`src/rtl/tmr_pkg.sv`:
```
`timescale 1ns/1ps
package tmr_pkg;
  localparam logic [2:0] OFF_CTRL  = 3'h0;
  localparam logic [2:0] OFF_LOAD  = 3'h2;
  localparam logic [2:0] OFF_COUNT = 3'h4;
  localparam int         CODE_W    = 3;

  // control byte, field positions fixed by software
  typedef struct packed {
    logic [1:0]        spare;
    logic              clk_en;
    logic [CODE_W-1:0] pre;
    logic              reload;
    logic              run;
  } ctrl_t;
endpackage

```
`src/rtl/tmr_prescaler.sv`:
```
`timescale 1ns/1ps
module tmr_prescaler #(
  parameter int BASE_LOG2 = 5,
  parameter int CODE_W    = 3
) (
  input  logic              clk,
  input  logic              rst_n,
  input  logic              en,
  input  logic [CODE_W-1:0] code,
  output logic              tick
);
  localparam int PW = BASE_LOG2 + (1 << CODE_W) - 1;

  logic [PW-1:0] psc_q;
  logic [PW-1:0] limit;

  always_comb begin
    limit = {PW{1'b1}} >> (PW - BASE_LOG2 - int'(code));
    tick  = en && (psc_q >= limit);
  end

  always_ff @(posedge clk) begin
    if (!rst_n || !en || tick) psc_q <= '0;
    else                       psc_q <= psc_q + 1'b1;
  end

  // steady stepping of the divider between ticks
  a_r5_psc_step: assert property (@(posedge clk) disable iff (!rst_n)
    (en && $past(en) && !$past(tick) && $stable(code)) |-> psc_q == $past(psc_q) + 1'b1);
endmodule

```
`src/rtl/tmr_channel.sv`:
```
`timescale 1ns/1ps
module tmr_channel
  import tmr_pkg::*;
#(
  parameter int BASE_LOG2 = 5,
  parameter int CNT_W     = 16
) (
  input  logic             clk,
  input  logic             rst_n,
  input  logic             wr,
  input  logic [2:0]       off,
  input  logic [CNT_W-1:0] wdata,
  output logic [CNT_W-1:0] rdata,
  output logic             irq
);
  ctrl_t            ctrl_q;
  ctrl_t            ctrl_new;
  logic [CNT_W-1:0] load_q, cnt_q;
  logic             active, tick, expire, ctrl_wr, load_wr, start;

  always_comb begin
    ctrl_new = ctrl_t'(wdata[7:0]);
    active   = ctrl_q.run && ctrl_q.clk_en;
    ctrl_wr  = wr && (off == OFF_CTRL);
    load_wr  = wr && (off == OFF_LOAD);
    start    = ctrl_wr && ctrl_new.run && ctrl_new.clk_en && !active;
    expire   = tick && (cnt_q <= CNT_W'(1));
  end

  tmr_prescaler #(.BASE_LOG2(BASE_LOG2), .CODE_W(CODE_W)) u_psc (
    .clk(clk), .rst_n(rst_n), .en(active), .code(ctrl_q.pre), .tick(tick)
  );

  always_ff @(posedge clk) begin
    if (!rst_n) begin
      ctrl_q <= '0;
      load_q <= '0;
      cnt_q  <= '0;
      irq    <= 1'b0;
    end else begin
      irq <= expire;
      if (ctrl_wr)                       ctrl_q     <= ctrl_new;
      else if (expire && !ctrl_q.reload) ctrl_q.run <= 1'b0;
      if (load_wr) load_q <= wdata;
      if (start)                   cnt_q <= load_q;
      else if (load_wr && !active) cnt_q <= wdata;
      else if (expire)             cnt_q <= ctrl_q.reload ? load_q : '0;
      else if (tick)               cnt_q <= cnt_q - 1'b1;
    end
  end

  always_comb begin
    case (off)
      OFF_CTRL:  rdata = CNT_W'(ctrl_q);
      OFF_LOAD:  rdata = load_q;
      OFF_COUNT: rdata = active ? cnt_q : '1;
      default:   rdata = '0;
    endcase
  end

  a_r6_irq_pulse: assert property (@(posedge clk) disable iff (!rst_n)
    irq |=> !irq);
  a_r3_hold: assert property (@(posedge clk) disable iff (!rst_n)
    (!active && !wr) |=> $stable(cnt_q));
  a_r8_oneshot_stop: assert property (@(posedge clk) disable iff (!rst_n)
    (irq && !$past(wr) && !ctrl_q.reload) |-> (!ctrl_q.run && ctrl_q.clk_en));
  a_r7_reload_value: assert property (@(posedge clk) disable iff (!rst_n)
    (irq && !$past(wr) && ctrl_q.reload) |-> cnt_q == load_q);
endmodule

```
`src/rtl/dual_tick_timer.sv`:
```
`timescale 1ns/1ps
module dual_tick_timer #(
  parameter int ADDR_W    = 16,
  parameter int CNT_W     = 16,
  parameter int NUM_CH    = 2,
  parameter int STRIDE    = 'h3000,
  parameter int BASE_LOG2 = 5
) (
  input  logic              clk,
  input  logic              rst_n,
  input  logic              reg_wr,
  input  logic [ADDR_W-1:0] reg_addr,
  input  logic [CNT_W-1:0]  reg_wdata,
  output logic [CNT_W-1:0]  reg_rdata,
  output logic [NUM_CH-1:0] tick_irq
);
  logic [NUM_CH-1:0] hit;
  logic [CNT_W-1:0]  ch_rdata [NUM_CH];

  for (genvar i = 0; i < NUM_CH; i++) begin : g_ch
    localparam logic [ADDR_W-1:0] BASE = ADDR_W'(i * STRIDE);
    assign hit[i] = (reg_addr[ADDR_W-1:3] == BASE[ADDR_W-1:3]);

    tmr_channel #(.BASE_LOG2(BASE_LOG2), .CNT_W(CNT_W)) u_ch (
      .clk(clk), .rst_n(rst_n), .wr(reg_wr && hit[i]), .off(reg_addr[2:0]),
      .wdata(reg_wdata), .rdata(ch_rdata[i]), .irq(tick_irq[i])
    );
  end

  always_comb begin
    reg_rdata = '0;
    for (int i = 0; i < NUM_CH; i++)
      if (hit[i]) reg_rdata = reg_rdata | ch_rdata[i];
  end

  // at most one channel claims an address
  a_r2_one_hit: assert property (@(posedge clk) disable iff (!rst_n) $onehot0(hit));
endmodule

```
`config.mk`:
```
export PLATFORM = sky130hd
export DESIGN_NAME = dual_tick_timer
export DESIGN_NICKNAME = d
export VERILOG_FILES = /design/src/rtl/tmr_pkg.sv /design/src/rtl/tmr_prescaler.sv /design/src/rtl/tmr_channel.sv /design/src/rtl/dual_tick_timer.sv
export SDC_FILE = /design/constraint.sdc
export NUM_CORES = 1
export LEC_CHECK = 0
export BUFFER_PORTS_ARGS = -buffer_cell sky130_fd_sc_hd__buf_2
export CORE_ASPECT_RATIO = 0.7
export CORE_MARGIN = 5
export CORE_UTILIZATION = 34
export CTS_CLUSTER_DIAMETER = 100
export CTS_CLUSTER_SIZE = 40
export DETAILED_ROUTE_END_ITERATION = 16
export SLEW_MARGIN = 30
export SYNTH_ARGS = -nofsm -noshare
export SYNTH_HDL_FRONTEND = slang
export SYNTH_SLANG_ARGS = --single-unit
```
`constraint.sdc`:
```
create_clock -name clk -period 3.15 [get_ports clk]
set_clock_uncertainty 0.1 [all_clocks]
set_input_delay 0.1575 -clock clk [delete_from_list [all_inputs] [get_ports clk]]
set_output_delay 0.1575 -clock clk [all_outputs]
set_load 0.1 [all_outputs]
```
== After elaboration in Yosys (flattened, before gate mapping) ==
Index checks and enable logic that the tools add are counted.
Word-level totals
  register bits after elaboration: 106
  latch bits: 0
  RAM bits: 0
  memory bits (read-only): 0
  input port bits: 35
  output and inout bits: 18
  memories kept: 0
Cells by class
  add/subtract/negate cells: 6
  $mul: 0
  divide/modulo/power cells: 0
  $lt $le $gt $ge: 4
  equality and inequality tests: 3
  shift-type cells: 2
  muxes and demuxes: 20
  bitwise gates (word level): 1
  reductions and logical operators: 37
Operators with widths (count)
  $mux 16: 14
  $pmux 16 s3: 2
  $shr 12x32->12 const A: 2
  $le 16x1->1 const B: 2
  $sub 16x1->16 const B: 2
  $add 12x1->12 const B: 2
  $ge 12x12->1: 2
  $logic_and 1x1->1: 22
  $or 16x16->16: 1
  $eq 13x11->1 const B: 1
  $logic_not 13->1: 1
  $reduce_bool 4->1: 2
  $sub 3x3->4 const A: 2
  $logic_not 1->1: 5
  $logic_or 1x1->1: 4
  $mux 1: 4
  $reduce_bool 2->1: 2
  $eq 3x2->1 const B: 1
  $eq 3x3->1 const B: 1
  $logic_not 3->1: 1

== Depth between registers and ports, before layout ==
Gate-level depths: netlist of run 1.
  depth after elaboration: 8
  depth in mapped cells: 10
  mapped depth without buffers: 8

== Modules after synthesis ==
A second synthesis of run 1 with hierarchy kept.
Second synthesis, totals
  cells, all modules: 952
  area, all modules: 7498.4 um2
By module, submodules not included
  tmr_channel: instances 2, cells each 366, area an instance 2668.8 um2, sequential area each 820.8 um2
  tmr_prescaler (g_ch[0].u_ch.u_psc): instances 1, cells each 78, area an instance 784.5 um2, sequential area each 240.2 um2
  tmr_prescaler (g_ch[1].u_ch.u_psc): instances 1, cells each 75, area an instance 718.2 um2, sequential area each 240.2 um2
  dual_tick_timer: instances 1, cells each 67, area an instance 658.1 um2, sequential area each 0.0 um2

== Least setup slack after synthesis of run 1 ==
Ideal clock, no wire load.
  path kind: in2out
  from: input reg_addr[9]
  to: output reg_rdata[7]
  arrival: 3.209 ns
  data required time: 2.892 ns
  setup slack: -0.317 ns
  stages: 6
  cells stage by stage: or3_1 -> nand3b_1 -> nor3_1 -> clkbuf_1 -> nand2_1 -> o22ai_1
On the way
  word-level cells in the longest chain between the ends: 4
  elaborated cells between the ends (all ways): 5
  classes of those cells: eq/ne: 1; mux: 2; bitwise: 1; reduce/logical: 1
RTL lines
  start, declared: RTL line dual_tick_timer.sv:12  | input logic [ADDR_W-1:0] reg_addr,
  $logic_not 13->1: RTL line dual_tick_timer.sv:22  | assign hit[i] = (reg_addr[ADDR_W-1:3] == BASE[ADDR_W-1:3]);
  $mux 16: RTL line dual_tick_timer.sv:33  | if (hit[i]) reg_rdata = reg_rdata | ch_rdata[i];
  $or 16x16->16: RTL line dual_tick_timer.sv:33
  $mux 16 *: RTL line dual_tick_timer.sv:33
  end, declared: RTL line dual_tick_timer.sv:14  | output logic [CNT_W-1:0] reg_rdata,
Every way passes the cells marked *; elsewhere a longest branch is shown, timed or not.

== Worst setup path after layout of run 1 ==
  from: register g_ch[0].u_ch.ctrl_q[4] in the netlist's numbering
  to: register g_ch[0].u_ch.cnt_q[13]
On the way
  word-level cells in the longest chain between the ends: 8
  elaborated cells between the ends (all ways): 9
  classes of those cells: add/sub: 1; order compare: 1; shift: 1; mux: 3; reduce/logical: 3
RTL lines
  start, declared: RTL line tmr_channel.sv:16  | ctrl_t ctrl_q;
  start signal, assigned: RTL line tmr_channel.sv:42  | if (ctrl_wr) ctrl_q <= ctrl_new;
  $sub 3x3->4 *: RTL line tmr_prescaler.sv:18  | limit = {PW{1'b1}} >> (PW - BASE_LOG2 - int'(code));
  $shr 12x32->12 *: RTL line tmr_prescaler.sv:18
  $ge 12x12->1 *: RTL line tmr_prescaler.sv:19  | tick = en && (psc_q >= limit);
  $logic_and 1x1->1 *: RTL line tmr_prescaler.sv:19
  $logic_and 1x1->1: RTL line tmr_channel.sv:27  | expire = tick && (cnt_q <= CNT_W'(1));
  $mux 16: RTL line tmr_channel.sv:47  | else if (expire) cnt_q <= ctrl_q.reload ? load_q : '0;
  $mux 16: RTL line tmr_channel.sv:46  | else if (load_wr && !active) cnt_q <= wdata;
  $mux 16: RTL line tmr_channel.sv:45  | if (start) cnt_q <= load_q;
  end signal, assigned: RTL line tmr_channel.sv:45
  end signal, assigned: RTL line tmr_channel.sv:46
  end signal, assigned: RTL line tmr_channel.sv:47
  end, declared: RTL line tmr_channel.sv:18  | logic [CNT_W-1:0] load_q, cnt_q;
Marked as above.
A chain may end at the register's enable or synchronous reset.

==> impl_results.md, run 1 <==
* Outcome: finished, final reports clean
* Finished Layout Cells at 1207
* CTS Sinks at 106
* #FFs+latches synth at 106
* Post-synth top cells: nor2_1, dfxtp_1, nand2_1
* Yosys top cell by area: dfxtp_1
* Die Area at roughly 23000 µm²
* IO Pins at 53
* MaxCap Viol Count at 0
* Vias/cell at 5.84
* GRT overflow at 0
* Yosys warnings at 0
* Post-Syn Area per Cell at 7.55 µm²
* Syn_nets at just under 1000
* Unrepaired setup endpoints after global routing: no
* Post-synth top area share at 31.0%
* Setup violators final at 0
* Final period utilization at 86.9%
* # port buffers at 52
* Area delta synth->final at 16.8%
* Total number of vias at 7050
* Fmax at 365 MHz
* Measured slew at the worst slew-check pin at 762 ps
* Residual DRC at 0
* Total CTS buffers at 9
* Kind of end point of the critical path: flip-flop
* Final wirelength at 22.6 mm
* Setup Buffers After CTS at 0
* Synth Flop Type: dfxtp_1
* Library cells used by synthesis at 71
* Hold_sp: reg_wdata[8]
* H-Tree Depth at 3
* Die Ht at 129 µm
* Crit-path cells: o21ai_0, ha_1, nand4_1, o21bai_1, a211oi_4, buf_4, nand4_1, a311oi_1
* Post-Layout Inst Area at 7990 µm²
* Slowest CP cell: a211oi_4
* Vias in the first global route at approximately 6300
* Cell Area, Synth at 6850 µm²
* End-of-flow core utilization at 40.4%
* Cell count after synthesis at 907
* WHS at 5.56 ps
* Total global-route track usage at 19.0%
* Critical path peak fanout at 9
* Antenna-violating nets left at 0
* PD cells at ~340 nW/µm²
* Iteration-0 DRC Markers at 679
* Clk_lat worst skew at 360 ps
* Rows at 43
* Nets at around 990
* Share of layout cells above drive strength 1 at between 15 and 20%
* HPWL after DPL at 16.4 mm
* First-pass GRT wire length at 35.8 mm
* Post-synth EDFFs at 0
* Initial antenna violation count at 0
* Die Span X at 180 µm
* Slew Viols, Final at 0
* CTS tree: built
* Cell with the most instances after synthesis: nor2_1
* Clk root buf: clkbuf_16
* Most numerous cell on the critical path: nand4_1
* VDD IR max at about 260 µV
* Placed cell count at ~1200
* Final GP Congestion at 0.939
* Detailed-router iteration count before antenna repair at 5
* Final Hold Fails at 0
* Diodes inserted at 0
* DR WL/cell at about 19 µm
* Worst setup SP type: flip-flop
* Crit-path max cell delay at 530 ps
* CTS Buffer Depth at 2
* Initial core utilization at roughly a third
* Leak at 2.84 nW
* Largest cells by area after synthesis: dfxtp_1, nor2_1, nand3_1
* CP Data Required Time at 3320 ps
* Largest net degree at the start of global routing at 65
* Post-place setup slack at about 340 ps
* Worst Path Arrival at 2910 ps
* Worst Setup Slack, final at 413 ps
* Sequential share of the synthesized area at 31.0%
* Minimum clock period at 2740 ps
* Core Box Area at 19800 µm²
* Clock transition at path regs at 80 ps
* Slew HR at between 40% and 50%
* Total power draw at around 2.7 mW
* Hold WC Path Type: in2reg
* Critical path origin: g_ch[0].u_ch.ctrl_q[4]
* Critical Setup Path Class: reg2reg
* Placed cell area at 7650 µm²
* Total negative slack at 0 ps
* Fillers at 2087
* Asr flop ratio synth at 0%
* R2r startpoint: g_ch[0].u_ch.ctrl_q[4]
where the power goes:
| group | switching, mW | internal [mW] |
|---|---|---|
| clock | 0.593 | 0.642 |
| sequential | 0.0000215 | 1.34 |
| combinational | 0.103 | 0.0439 |
| total | 0.696 | 2.02 |
path summary, 6_finish.rpt:
check             cells past startpoint  slack, ps                     endpoint
hold / removal                        3          6       g_ch[1].u_ch.load_q[8]
setup reg to reg                      8        410       g_ch[0].u_ch.cnt_q[13]
setup / recovery                      8        410       g_ch[0].u_ch.cnt_q[13]
hold reg to reg                       1        350  g_ch[1].u_ch.u_psc.psc_q[0]
sequential cells by signal, indices dropped and copies added, names as in the netlist:
register	count
g_ch.u_ch.load_q	32
g_ch.u_ch.ctrl_q	16
g_ch.u_ch.u_psc.psc_q	24
g_ch.u_ch.cnt_q	32
g_ch.u_ch.irq	2
layout by cell type (no fill, tap or decap), drive strengths merged, types with 12 or more instances in the layout:
master  instances
buf            85
a211oi         17
o21ai          41
inv            20
nand4          14
a311oi         14
a21oi          77
nand3          79
nor3           19
nor2          117
xor2           15
o221a          12
nand2          95
nor4           23
o22ai          18
ha             20
xnor2          25
dfxtp         106
cell families (layout without fill, tap and decap cells):
| logic type | count (synthesis) | in the layout | synth area share [%] |
|---|---|---|---|
| mux | 10 | 10 | 1.46 |
| xor+xnor | 40 | 40 | 5.12 |
| buf+inv | 88 | 118 | 6.00 |
| flops | 106 | 106 | 31.0 |
| compound gates | 253 | 253 | 25.0 |
| simple gates | 390 | 390 | 27.7 |
| fa+ha+maj | 20 | 20 | 3.66 |
metal layers:
layer / track usage [%] / wire [µm] / up-vias
met1: 30.5 / 11600 / 3339
met5: 0 / 0 / -
met3: 4.58 / 2080 / 19
li1: - / - / 3388
met2: 25.7 / 8690 / 304
met4: 2.96 / 174 / 0
cell type report:
type / count / area [µm²] / area share [%]
Inverter: 15 / 56.3 / 0.704
Timing Repair Buffer: 87 / 793 / 9.92
Sequential cell: 106 / 2120 / 26.5
Tap cell: 270 / 338 / 4.23
Multi-Input combinational cell: 713 / 4370 / 54.6
Clock inverter: 7 / 90.1 / 1.13
Clock buffer: 9 / 225 / 2.82
critical path, delay by kind of cell (launching register included):
| family | cells | cell delay [ps] |
|---|---|---|
| AOI/OAI and AO/OA | 4 | 1250 |
| DFF | 1 | 480 |
| adders and majority gates | 1 | 310 |
| buffers and inverters | 1 | 260 |
| and+or+nand+nor | 2 | 240 |
repair_timing:
item,in CTS,in global routing
resized for setup,0,1
hold endpoints to repair,2,0
setup endpoints to repair,0,5
hold buffers,2,0
Power figures use the tool's default switching activity.
==> run 2, diff against run 1 <==
--- a/config.mk
+++ b/config.mk
@@ -6,7 +6,7 @@
 export NUM_CORES = 1
 export LEC_CHECK = 0
 export BUFFER_PORTS_ARGS = -buffer_cell sky130_fd_sc_hd__buf_2
-export CORE_ASPECT_RATIO = 0.7
+export CORE_ASPECT_RATIO = 2
 export CORE_MARGIN = 5
 export CORE_UTILIZATION = 34
 export CTS_CLUSTER_DIAMETER = 100
==> run 2 against run 1 <==
Cell area is 1.2% higher. Clock power rose by 6%. Sequential power about the same. Sequential share of layout area shrank 0.30 points. Maximum frequency grew 0.51%. Wire length up 6.8%. Utilization up 0.42 points. Critical path depth rose by 1. Setup slack better by 14 ps. Global-route usage increased by 2.3 points. Via count grew 1.3%. Largest power group unchanged.
==> impl_results.md, run 2 (same netlist as run 1, synthesis figures left out) <==
* Worst Path Arrival at 2890 ps (-20 ps)
* Initial core utilization at 34.5% (-0.037 points)
* Switching Share at 25.0% (-0.57 points)
* # port buffers at 52 (unchanged)
* Final wirelength at 24.1 mm (+6.8%)
* Vias in the first global route at 7145 (+13%)
* Unrepaired setup endpoints after global routing: no
* Largest net degree at the start of global routing at 65 (unchanged)
* Diodes inserted at 0 (unchanged)
* Share of layout cells above drive strength 1 at 15.2% (-0.15 points)
* Switching power at 701 µW (+0.74%)
* Biggest regs: g_ch.u_ch.cnt_q (32), g_ch.u_ch.load_q (32), g_ch.u_ch.u_psc.psc_q (24)
* Setup Buffers After CTS at 0 (unchanged)
* First-pass GRT wire length at 37.9 mm (+5.7%)
* Antenna-violating nets left at 0 (unchanged)
* Clk_lat worst skew at 380 ps (+20 ps)
* HPWL after DPL at 18.2 mm (+11%)
* Final period utilization at 86.5% (-0.44 points)
* Leak at 2.88 nW (+1.4%)
* Sequential cell fraction of total power at 47.8% (-1.4 points)
* Power Internal at 2.10 mW (+3.8%)
* Die Span X at 110 µm (-39%)
* Nets at 996 (+0.91%)
* Commonest non-fill, non-tap cell in the layout: nor2_1
* Total negative slack at 0 ps (unchanged)
* Vias/cell at 5.91 (+1.2%)
* Die Area at 23200 µm² (+0.55%)
* Minimum clock period at 2720 ps (-13.8 ps)
* CTS-repair resized insts at 0 (unchanged)
* H-Tree Depth at 3 (unchanged)
* IO Pins at 53 (unchanged)
* Total power draw at 2.80 mW (+3.0%)
* Iteration-0 DRC Markers at 383 (-44%)
* Clk root buf: clkbuf_16
* CTS Sinks at 106 (unchanged)
* Slew HR at 48.2% (-0.97 points)
* Total global-route track usage at 21.3% (+2.3 points)
* Slew Viols, Final at 0 (unchanged)
* Measured slew at the worst slew-check pin at 777 ps (+14.5 ps)
* Commonest non-fill, non-tap cells in the layout: nor2_1, dfxtp_1, nand2_1
* Residual DRC at 0 (unchanged)
* Critical path peak fanout at 9 (unchanged)
* Final GP Congestion at 0.968 (+3.1%)
* CTS Buffer Depth at 2 (unchanged)
* Setup violators final at 0 (unchanged)
* CP Data Required Time at 3310 ps (about the same)
* PD cells at 347 nW/µm² (+1.8%)
* Core Box Area at 19800 µm² (+0.11%)
* MaxCap Viol Count at 0 (unchanged)
* Post-CTS Hold Buffers at 10 (+8)
* Critical Setup Path Class: reg2reg
* Placed cell count at 1182 (-0.59%)
* Fmax at 367 MHz (+0.51%)
* Area delta synth->final at 18.1%
* Total CTS buffers at 9 (unchanged)
* Power share of the clock group at 46.8% (+1.4 points)
* Total number of vias at 7141 (+1.3%)
* Detailed-router iteration count before antenna repair at 5 (unchanged)
* Logic pwr share at 5.5% (about the same)
* Final Hold Fails at 0 (unchanged)
* Initial antenna violation count at 1 (+1)
* GRT overflow at 0 (unchanged)
* VDD IR max at 223 µV (-13%)
* Rows at 73 (+70%)
* Kind of end point of the critical path: flip-flop
* Finished Layout Cells at 1208 (+0.083%)
* Outcome: finished, final reports clean
* End-of-flow core utilization at 40.8% (+0.42 points)
* DR WL/cell at 20.0 µm (+6.7%)
* Die Ht at 211 µm (+64%)
* Hold WC Path Type: in2reg
* Worst setup SP type: flip-flop
* Clock transition at path regs at 80 ps (about the same)
* CTS tree: built
## run 2: layout make-up
class                      count  area [µm²]
clock inverter                 7         109
inverter                      15        56.3
fill                        2097       11700
timing repair buffer          96         881
multi-input combinational    713        4360
tap                          262         328
clock buffer                   9         225
sequential                   106        2120
## run 2: routing by layer
metal / vias up / GRT usage, % / share of wire (%)
met1: 3400 / 21.0 / 34
met5: - / 0 / 0.054
met4: 2 / 13.0 / 6.3
met2: 253 / 39.8 / 55
li1: 3394 / - / -
met3: 92 / 3.85 / 4.9
## run 2: worst paths after layout
kind / start / to / slack (ps) / depth (start not counted)
worst min register to register: g_ch[1].u_ch.u_psc.psc_q[0] / g_ch[1].u_ch.u_psc.psc_q[0] / 350 / 1
worst max-delay path: g_ch[0].u_ch.ctrl_q[4] / g_ch[0].u_ch.cnt_q[12] / 430 / 9
worst min-delay path: reg_wdata[7] / g_ch[0].u_ch.load_q[7] / 10 / 3
worst max register to register: g_ch[0].u_ch.ctrl_q[4] / g_ch[0].u_ch.cnt_q[12] / 430 / 9
## run 2: stage by stage
stage / hold slack (ps) / setup WS (ps) / cell area, µm²
final: 12.1 / 426 / 8090
after global routing: 14.4 / 254 / 8090
after CTS: 3.44 / 430 / 8090
after detailed placement: 341 / 462 / 7650
after global placement: 335 / 475 / 7650
after floorplan: 205 / -317 / 6870
## run 2: critical path: stages (launching register included)
cell      delay (ps)
dfxtp_1          480
o21ai_0          150
ha_1             310
a21oi_1          180
nor2_1            70
a211oi_1         220
buf_4            200
a21o_1           130
nand3_1          340
o221a_2          430
## run 2: power groups by stage
stage	Sequential (mW)	Combinational [mW]	Clock, mW
after detailed placement	1.37	0.140	0
final	1.34	0.153	1.31
after global placement	1.37	0.141	0
after global routing	1.34	0.164	1.38
after floorplan	1.37	0.0687	0
after CTS	1.34	0.151	1.34
